<file path="src/rtl/eeldr_pkg.sv">
package eeldr_pkg;
  localparam logic [7:0] FLAG_OK   = 8'hA5;
  localparam int         REG_AW    = 16;
  localparam int         REG_DW    = 32;
  localparam int         MAC_W     = 48;
  localparam int         BFLAG_POS = 12;

  typedef enum logic [3:0] {
    ST_IDLE, ST_VFLAG, ST_MAC, ST_SFLAG, ST_STRAP,
    ST_BFLAG, ST_NBURST, ST_BADDR, ST_BWCNT, ST_BDATA, ST_WRITE
  } ldr_state_t;
endpackage

</file>
<file path="src/rtl/eeldr_rdport.sv">
module eeldr_rdport #(
  parameter int AW      = 11,
  parameter int TMO_CYC = 256
) (
  input  logic          clk,
  input  logic          rst_n,
  input  logic          abort,
  input  logic          go,
  input  logic [AW-1:0] go_addr,
  output logic          rd_req,
  output logic [AW-1:0] rd_addr,
  input  logic          rd_ack,
  output logic          done,
  output logic          tmo
);
  localparam int CW = $clog2(TMO_CYC + 1);
  logic [CW-1:0] wait_q;

  assign done = rd_req & rd_ack;
  assign tmo  = rd_req & ~rd_ack & (wait_q == CW'(TMO_CYC - 1));

  always_ff @(posedge clk or negedge rst_n) begin
    if (!rst_n) begin
      rd_req  <= 1'b0;
      rd_addr <= '0;
      wait_q  <= '0;
    end else if (abort) begin
      rd_req <= 1'b0;
      wait_q <= '0;
    end else if (go) begin
      rd_req  <= 1'b1;
      rd_addr <= go_addr;
      wait_q  <= '0;
    end else if (rd_req) begin
      if (rd_ack || tmo) rd_req <= 1'b0;
      else               wait_q <= wait_q + 1'b1;
    end
  end
endmodule

</file>
<file path="src/rtl/eeldr_wrport.sv">
module eeldr_wrport #(
  parameter int AW = 16,
  parameter int DW = 32
) (
  input  logic          clk,
  input  logic          rst_n,
  input  logic          abort,
  input  logic          push,
  input  logic [AW-1:0] p_addr,
  input  logic [DW-1:0] p_data,
  output logic          wr_valid,
  input  logic          wr_ready,
  output logic [AW-1:0] wr_addr,
  output logic [DW-1:0] wr_data,
  output logic          fire
);
  assign fire = wr_valid & wr_ready;

  always_ff @(posedge clk or negedge rst_n) begin
    if (!rst_n) begin
      wr_valid <= 1'b0;
      wr_addr  <= '0;
      wr_data  <= '0;
    end else if (abort) begin
      wr_valid <= 1'b0;
    end else if (push) begin
      wr_valid <= 1'b1;
      wr_addr  <= p_addr;
      wr_data  <= p_data;
    end else if (fire) begin
      wr_valid <= 1'b0;
    end
  end
endmodule

</file>
<file path="src/rtl/eeldr_shreg.sv">
module eeldr_shreg #(
  parameter int W = 32
) (
  input  logic         clk,
  input  logic         rst_n,
  input  logic         clr,
  input  logic         en,
  input  logic [7:0]   din,
  output logic [W-1:0] q
);
  always_ff @(posedge clk or negedge rst_n) begin
    if (!rst_n)   q <= '0;
    else if (clr) q <= '0;
    else if (en)  q <= {din, q[W-1:8]};
  end
endmodule

</file>
<file path="src/rtl/eeldr_top.sv">
module eeldr_top
  import eeldr_pkg::*;
#(
  parameter int EE_SIZE = 2048,
  parameter int TMO_CYC = 256,
  localparam int AW = $clog2(EE_SIZE)
) (
  input  logic              clk,
  input  logic              rst_n,
  input  logic              por,
  input  logic              soft_rst,
  input  logic              reload,
  output logic              rd_req,
  output logic [AW-1:0]     rd_addr,
  input  logic              rd_ack,
  input  logic [7:0]        rd_data,
  output logic              wr_valid,
  input  logic              wr_ready,
  output logic [REG_AW-1:0] wr_addr,
  output logic [REG_DW-1:0] wr_data,
  output logic [MAC_W-1:0]  mac_addr,
  output logic              mac_valid,
  output logic [REG_DW-1:0] strap_cfg,
  output logic              strap_valid,
  output logic              busy,
  output logic              ready,
  output logic              err
);
  localparam int PW = AW + 1;

  ldr_state_t        state;
  logic [PW-1:0]     ptr;
  logic              pend;
  logic [2:0]        idx;
  logic [7:0]        nb_left;
  logic [7:0]        wc_left;
  logic [REG_AW-1:0] baddr;
  logic [REG_DW-1:0] word_q;

  logic restart, fetch_st, over, go, rd_done, rd_tmo, push, wr_fire;
  logic mac_sh, word_sh;
  logic [REG_DW-1:0] word_nx;

  assign restart  = por | soft_rst | (reload & ~busy);
  assign fetch_st = (state != ST_IDLE) && (state != ST_WRITE);
  assign over     = (ptr >= PW'(EE_SIZE));
  assign go       = fetch_st & ~pend & ~over & ~restart;
  assign word_nx  = {rd_data, word_q[REG_DW-1:8]};
  assign mac_sh   = rd_done & (state == ST_MAC);
  assign word_sh  = rd_done & ((state == ST_STRAP) || (state == ST_BDATA));
  assign push     = rd_done & (state == ST_BDATA) & (idx == 3'd3) & ~restart;

  eeldr_rdport #(.AW(AW), .TMO_CYC(TMO_CYC)) u_rd (
    .clk(clk), .rst_n(rst_n), .abort(restart), .go(go),
    .go_addr(ptr[AW-1:0]), .rd_req(rd_req), .rd_addr(rd_addr),
    .rd_ack(rd_ack), .done(rd_done), .tmo(rd_tmo)
  );

  eeldr_wrport #(.AW(REG_AW), .DW(REG_DW)) u_wr (
    .clk(clk), .rst_n(rst_n), .abort(restart), .push(push),
    .p_addr(baddr), .p_data(word_nx), .wr_valid(wr_valid),
    .wr_ready(wr_ready), .wr_addr(wr_addr), .wr_data(wr_data),
    .fire(wr_fire)
  );

  eeldr_shreg #(.W(MAC_W)) u_mac (
    .clk(clk), .rst_n(rst_n), .clr(restart), .en(mac_sh),
    .din(rd_data), .q(mac_addr)
  );

  eeldr_shreg #(.W(REG_DW)) u_word (
    .clk(clk), .rst_n(rst_n), .clr(restart), .en(word_sh),
    .din(rd_data), .q(word_q)
  );

  always_ff @(posedge clk or negedge rst_n) begin
    if (!rst_n) begin
      state <= ST_VFLAG; ptr <= '0; pend <= 1'b0; idx <= '0;
      nb_left <= '0; wc_left <= '0; baddr <= '0;
      busy <= 1'b1; ready <= 1'b0; err <= 1'b0;
      mac_valid <= 1'b0; strap_valid <= 1'b0; strap_cfg <= '0;
    end else if (restart) begin
      state <= ST_VFLAG; ptr <= '0; pend <= 1'b0; idx <= '0;
      nb_left <= '0; wc_left <= '0; baddr <= '0;
      busy <= 1'b1; ready <= 1'b0; err <= 1'b0;
      mac_valid <= 1'b0; strap_valid <= 1'b0; strap_cfg <= '0;
    end else if (fetch_st) begin
      if (!pend) begin
        if (over) begin
          err <= 1'b1; state <= ST_IDLE; busy <= 1'b0; ready <= 1'b1;
        end else begin
          pend <= 1'b1;
        end
      end else if (rd_tmo) begin
        err <= 1'b1; pend <= 1'b0;
        state <= ST_IDLE; busy <= 1'b0; ready <= 1'b1;
      end else if (rd_done) begin
        pend <= 1'b0;
        ptr  <= ptr + 1'b1;
        case (state)
          ST_VFLAG: begin
            if (rd_data == FLAG_OK) begin
              state <= ST_MAC; idx <= '0;
            end else begin
              state <= ST_IDLE; busy <= 1'b0; ready <= 1'b1;
            end
          end
          ST_MAC: begin
            if (idx == 3'd5) begin
              mac_valid <= 1'b1; state <= ST_SFLAG;
            end else idx <= idx + 1'b1;
          end
          ST_SFLAG: begin
            if (rd_data == FLAG_OK) begin
              state <= ST_STRAP; idx <= '0;
            end else begin
              state <= ST_BFLAG; ptr <= PW'(BFLAG_POS);
            end
          end
          ST_STRAP: begin
            if (idx == 3'd3) begin
              strap_cfg <= word_nx; strap_valid <= 1'b1; state <= ST_BFLAG;
            end else idx <= idx + 1'b1;
          end
          ST_BFLAG: begin
            if (rd_data == FLAG_OK) state <= ST_NBURST;
            else begin
              state <= ST_IDLE; busy <= 1'b0; ready <= 1'b1;
            end
          end
          ST_NBURST: begin
            nb_left <= rd_data;
            if (rd_data == 8'd0) begin
              state <= ST_IDLE; busy <= 1'b0; ready <= 1'b1;
            end else begin
              state <= ST_BADDR; idx <= '0;
            end
          end
          ST_BADDR: begin
            if (idx == 3'd0) begin
              baddr[7:0] <= rd_data; idx <= 3'd1;
            end else begin
              baddr[REG_AW-1:8] <= rd_data; state <= ST_BWCNT;
            end
          end
          ST_BWCNT: begin
            wc_left <= rd_data;
            idx     <= '0;
            if (rd_data != 8'd0) state <= ST_BDATA;
            else if (nb_left == 8'd1) begin
              state <= ST_IDLE; busy <= 1'b0; ready <= 1'b1;
            end else begin
              nb_left <= nb_left - 1'b1; state <= ST_BADDR;
            end
          end
          ST_BDATA: begin
            if (idx == 3'd3) state <= ST_WRITE;
            else idx <= idx + 1'b1;
          end
          default: state <= ST_IDLE;
        endcase
      end
    end else if (state == ST_WRITE && wr_fire) begin
      baddr <= baddr + 1'b1;
      idx   <= '0;
      if (wc_left != 8'd1) begin
        wc_left <= wc_left - 1'b1; state <= ST_BDATA;
      end else if (nb_left == 8'd1) begin
        state <= ST_IDLE; busy <= 1'b0; ready <= 1'b1;
      end else begin
        nb_left <= nb_left - 1'b1; state <= ST_BADDR;
      end
    end
  end
endmodule

</file>
<file path="config.mk">
export PLATFORM = sky130hd
export DESIGN_NAME = eeldr_top
export DESIGN_NICKNAME = d
export VERILOG_FILES = /design/src/rtl/eeldr_pkg.sv /design/src/rtl/eeldr_rdport.sv /design/src/rtl/eeldr_wrport.sv /design/src/rtl/eeldr_shreg.sv /design/src/rtl/eeldr_top.sv
export SDC_FILE = /design/constraint.sdc
export NUM_CORES = 1
export LEC_CHECK = 0
export CORE_MARGIN = 2
export CORE_UTILIZATION = 40
export DETAILED_ROUTE_END_ITERATION = 6
export DONT_BUFFER_PORTS = 1
export HOLD_SLACK_MARGIN = 0.03
export PLACE_DENSITY = 0.55
export SYNTH_ARGS = -nofsm -noshare
export SYNTH_HDL_FRONTEND = slang
export SYNTH_SLANG_ARGS = --single-unit
</file>
<file path="constraint.sdc">
create_clock -name clk -period 7.3 [get_ports clk]
set_input_delay 0.365 -clock clk [delete_from_list [all_inputs] [get_ports clk]]
set_output_delay 0.365 -clock clk [all_outputs]
set_load 0.01 [all_outputs]
</file>
Word-level counts from Yosys, hierarchy flattened --
Cells that the tools add are included.
Operators by class: $add $sub $neg 6, order comparisons 1, equal/unequal tests 46, muxes and demuxes 137, bitwise operators 20, reduce and logical (&&, ||, !) cells 39
Operators with widths (count):
- $mux 32 | 9
- $mux 8 | 19
- $mux 16 | 7
- $mux 48 | 2
- $mux 12 | 7
- $mux 1 | 56
- $mux 4 | 13
- $mux 3 | 14
- $mux 9 | 4
- $pmux 4 s9 | 1
- $reduce_and 6->1 | 5
- $ne 4x4->1 const B | 6
- $ne 6x5->1 const B | 4
- $ne 6x4->1 const B | 3
- $pmux 3 s6 | 1
- $reduce_bool 2->1 | 9
- $add 16x1->16 const B | 1
- $eq 4x3->1 const B | 4
- $pmux 8 s2 | 1
- $sub 8x1->8 const B | 2
- $ne 3x3->1 const B | 5
- $reduce_bool 3->1 | 5
- $reduce_and 7->1 | 2
- $and 1x1->1 | 13
- other kinds (37) | 56
Storage, ports and cells: register bits 239, input bits 15, output and inout bits 146

Longest topological paths before layout --
depth in word-level cells 9, depth in mapped cells 10, gate-level depth less buffers 10

Modules after synthesis --
From an unflattened synthesis, not the netlist that was laid out.
Second synthesis, totals: cell total of the unflattened synthesis 1075, area total of the unflattened synthesis 11623.6 µm²
Modules (own cells, without submodules):
- eeldr_top | instances 1, cells an instance 629, area an instance 5436.5 µm², sequential area each 2229.6 µm²
- eeldr_shreg at u_mac | instances 1, cells an instance 155, area an instance 1969.4 µm², sequential area each 1201.2 µm²
- eeldr_wrport | instances 1, cells an instance 107, area an instance 1943.1 µm², sequential area each 1226.2 µm²
- eeldr_shreg at u_word | instances 1, cells an instance 103, area an instance 1323.8 µm², sequential area each 800.8 µm²
- eeldr_rdport | instances 1, cells an instance 81, area an instance 950.9 µm², sequential area each 525.5 µm²

Least setup slack after synthesis --
OpenSTA, ideal clock, no wires.
path kind input port to flip-flop, start point in rd_data[3], end point reg idx[1], arrival 2.319 ns, setup slack 4.854 ns, stages on the path 8, path buffers 2, cells stage by stage buf_2 or4_4 buf_6 o2111ai_2 nand4_1 or4_4 nand3_2 mux2_1
On the way: longest elaborated chain between the ends 3, elaborated cells between the ends (all ways) 5
RTL lines:
- from (decl) | RTL line eeldr_top.sv:16 | input logic [7:0] rd_data,
- $eq 8x8->1 / $logic_not 8->1 (equally long branches) | RTL line eeldr_top.sv:102, eeldr_top.sv:114, eeldr_top.sv:133
- $ne 4x3->1 (no source line) / $ne 4x4->1 (equally long branches)
- $reduce_and 10->1 (no source line) *
- to (signal assigned) | RTL line eeldr_top.sv:111 | end else idx <= idx + 1'b1;
- to (signal assigned) | RTL line eeldr_top.sv:123 | end else idx <= idx + 1'b1;
- to (signal assigned) | RTL line eeldr_top.sv:158 | else idx <= idx + 1'b1;
- to (decl) | RTL line eeldr_top.sv:34 | logic [2:0] idx;
Every way passes the cells marked *; elsewhere a longest branch is shown, timed or not. A chain may end at the register's enable or synchronous reset.

Final worst setup path --
start point reg state[2], end point reg baddr[12]
On the way: longest elaborated chain between the ends 4, elaborated cells between the ends (all ways) 15
RTL lines:
- from (decl) | RTL line eeldr_top.sv:31 | ldr_state_t state;
- from (signal assigned) | RTL line eeldr_top.sv:78 | state <= ST_VFLAG; ptr <= '0; pend <= 1'b0; idx <= '0;
- from (signal assigned) | RTL line eeldr_top.sv:83 | state <= ST_VFLAG; ptr <= '0; pend <= 1'b0; idx <= '0;
- from (signal assigned) | RTL line eeldr_top.sv:90 | err <= 1'b1; state <= ST_IDLE; busy <= 1'b0; ready <= 1'b1;
- $ne 4x4->1, or another cell as far along | RTL line eeldr_top.sv:45 | assign fetch_st = (state != ST_IDLE) && (state != ST_WRITE);
- $logic_and 1x1->1 (on tied branches) | RTL line eeldr_top.sv:45, eeldr_top.sv:163
- $ne 3x3->1 (no source line), or another cell as far along
- $reduce_and 6->1 (no source line) / $mux 16 (equally long branches)
- to (signal assigned) | RTL line eeldr_top.sv:164 | baddr <= baddr + 1'b1;
- to (decl) | RTL line eeldr_top.sv:37 | logic [REG_AW-1:0] baddr;
Parallel ways exist; a longest one is shown, timed or not.

==> summary.md <==
| Metric | Value |
|---|---|
| Status | finished with violations |
| Failing checks | DRC |
| Max_slew headroom | 3.234% |
| Post-synth EDFFs | 0 |
| Ranking of synthesized cells by area | dfrtp_1 (54%), mux2_2 (6.3%), nand2_1 (6.0%), a21oi_1 (5.0%), a22o_1 (3.9%) |
| Max-cap viol count | 0 |
| Die area | about 28000 sq um |
| CP Launch Type | flop |
| Mapped Area | around 11000 sq um |
| Layout Skew | around 0.009 ns |
| Synth Flop Type | dfrtp_1 |
| Sequential element share of the synthesized area | 54.22% |
| First-pass GRT wire length | between 40000 and 50000 um |
| Die X | around 170 um |
| Maximum vdd drop | between 100 and 150 uV |
| CTS buffer count | 26 |
| Nets | 1064 |
| Layout Utilization | 45.49% |
| Cell Area, Placed | 10870 sq um |
| Power per cell area | 250.1 nW/um^2 |
| Least-Margin Pin Slew | roughly 1.5 ns |
| Routed wire length | 28120 um |
| Pin count of the biggest net entering global routing | ~230 |
| Initial antenna violation count | 3 |
| Synth warn | 0 |
| Initial DRT Pass Iterations | 7 |
| # rows | a little under 60 |
| Area growth, synth to finish | 11.44% |
| Placed insts | about 1300 |
| Distinct cells, synth | 67 |
| Tot GR Track Use | around 20% |
| Synthesis-stage register bit count | between 200 and 250 |
| Ant. Diodes | 0 |
| Mapped Cells | around 1100 |
| Io pins | roughly 160 |
| Final hold violations | 0 |
| Fin Hold WS | around 0.053 ns |
| Final RePlAce weighted congestion | between 0.8 and 0.9 |
| Min Tclk post-route | ~3.1 ns |
| CP Class | flop to flop |
| Critical path peak fanout | 39 |
| Via density | between 5 and 6 |
| Net Count, Synth | between 1000 and 1500 |
| DRC violations left | 11 |
| Fmax | 326.9 MHz |
| Insertion delay of the later-clocked pin in the worst-skew pair | approximately 0.54 ns |
| Final setup fails | 0 |
| Most frequent cells in the layout | dfrtp_1 (229), nand2_1 (170), a21oi_1 (107) |
| Routed WL per cell | approximately 20 um |
| Fill count | roughly 2600 |
| Starting Density | roughly 41% |
| Hpwl dp | ~17000 um |
| Worst R2R Path Depth | 7 |
| Total grt overflow | 0 |
| Static Leak | approximately 0.0052 uW |
| Unrepaired setup endpoints after global routing | no |
| Worst-path clk slew | around 0.06 ns |
| Core Area | 26130 sq um |
| Worst Path Arrival | about 3.5 ns |
| TritonCTS clock tree | yes |
| Commonest non-fill, non-tap cell in the layout | dfrtp_1 |
| Pins Over Slew Limit | 0 |
| FF-to-FF setup slack | about 4.2 ns |
| CTS H-Tree Depth | 1 |
| Via count | just over 8000 |
| Die Ht | approximately 170 um |
| Port bufs | 0 |
| Area leader, netlist | dfrtp_1 |
| Design Area, Final | ~12000 sq um |
| Sink Count | between 200 and 250 |
| Setup_tns | 0 ns |
| Non-filler cells, final | between 1000 and 1500 |
| Initial detailed-routing violation count | between 700 and 800 |
| CTS Root Cell | clkbuf_16 |
| Final worst path period share | about two fifths |
| Worst hold path class | input pin to flop |
| CP endpoint kind | flop |
| Clock tree buffer depth | 3 |
| Fraction of registers with async set/reset | 100.0% |
| Fraction of layout cells with a size suffix above 1 | between 10% and 20% |
| Hold depth | 2 |
| Synth top area share | 53.72% |
| Syn avg cell area | 10.04 sq um |
| Antenna Nets Post-Route | 0 |
| Worst EP required | 7.72 ns |
| Vias in the first global route | ~8000 |
==> report_power, final <==
part | switching (uW) | internal, uW
combinational | 195 | 90.7
sequential | 44.5 | 1300
clock | 532 | 808
total | 771 | 2200
==> per-layer routing <==
metal	track usage (%)	routed length, um	vias to the layer above
met3	4.349	1794	37
met1	28.47	12960	4064
met4	5.369	541	0
met5	0	0	-
li1	-	-	3746
met2	31.97	12830	218
==> what timing repair did <==
| item | in CTS | in global routing |
|---|---|---|
| setup buffers | 0 | 0 |
| gates resized for setup | 0 | 0 |
| hold buffers | 11 | 0 |
| hold endpoints to repair | 268 | 0 |
==> cell families after synthesis <==
family | synth area share (%)
AO/OA/AOI/OAI | 16.92
multiplexers | 6.721
AND/OR/NAND/NOR | 16.62
buffers and inverters | 3.425
flip-flops | 54.22
XOR/XNOR | 0.5748
adder cells (fa/ha/maj) | 1.525
==> sequential cells by signal, summed over array words and instances, names as in the netlist <==
signal	flops
u_word.q	24
strap_valid	1
nb_left	8
mac_valid	1
u_wr.wr_valid	1
state	4
u_rd.rd_addr	11
u_wr.wr_addr	16
baddr	16
u_rd.rd_req	1
u_mac.q	48
err	1
wc_left	8
busy	1
strap_cfg	32
pend	1
ptr	12
ready	1
idx	3
u_rd.wait_q	9
u_wr.wr_data	32
==> path summary, 6_finish.rpt <==
check | start | to
worst max register to register | state[2] | baddr[12]
worst min register to register | ptr[4] | ptr[4]
worst min-delay path | rd_data[5] | nb_left[5]
max in group asynchronous | rst_n | u_wr.wr_addr[0]
min in group asynchronous | rst_n | u_rd.rd_addr[10]
worst max-delay path | state[2] | baddr[12]
==> metrics by stage <==
step	worst slack, ns	total power (uW)
after CTS	4.283	3012
after detailed placement	4.298	1619
final	4.241	2973
after global routing	4.026	3106
after global placement	4.346	1617
after floorplan	4.854	1561
==> critical path, stage by stage (launching register included) <==
cell	delay, ns
dfrtp_1	0.78
nand4bb_1	0.28
and2_1	0.25
buf_4	0.43
a22o_1	0.42
and2_0	0.40
a21oi_1	0.08
o221a_2	0.29
==> synth_stat cells (3+ instances only) <==
library cell  instances
a211oi_1              4
a21o_1                6
a21oi_1             107
a22o_1               47
a31oi_1               9
a32o_1                3
and2_1                3
and3_1               15
buf_1                 3
buf_2                10
clkbuf_1             58
dfrtp_1             229
ha_1                 13
inv_1                17
mux2_2               60
mux2i_1               3
nand2_1             170
nand2b_1              8
nand3_1              26
nand4_1              15
nor2_1               64
nor2b_1               9
nor3_1               24
nor4_1                3
o211ai_1              8
o21ai_0              64
o221a_2               4
o22a_1                4
o22ai_1               3
o31ai_1               5
or3_1                12
or4_4                 4
xor2_1                6
==> layout make-up <==
type / instances / area (sq um) / share of cell area [%]
Clock buffer: 40 / 783.3 / 6.589
Clock inverter: 8 / 101.3 / 0.8526
Inverter: 17 / 63.81 / 0.5368
Multi-Input combinational cell: 741 / 4548 / 38.26
Sequential cell: 231 / 5783 / 48.65
Tap cell: 335 / 419.2 / 3.526
Timing Repair Buffer: 19 / 187.7 / 1.579
Note: power is estimated with default switching activity, not from simulation.
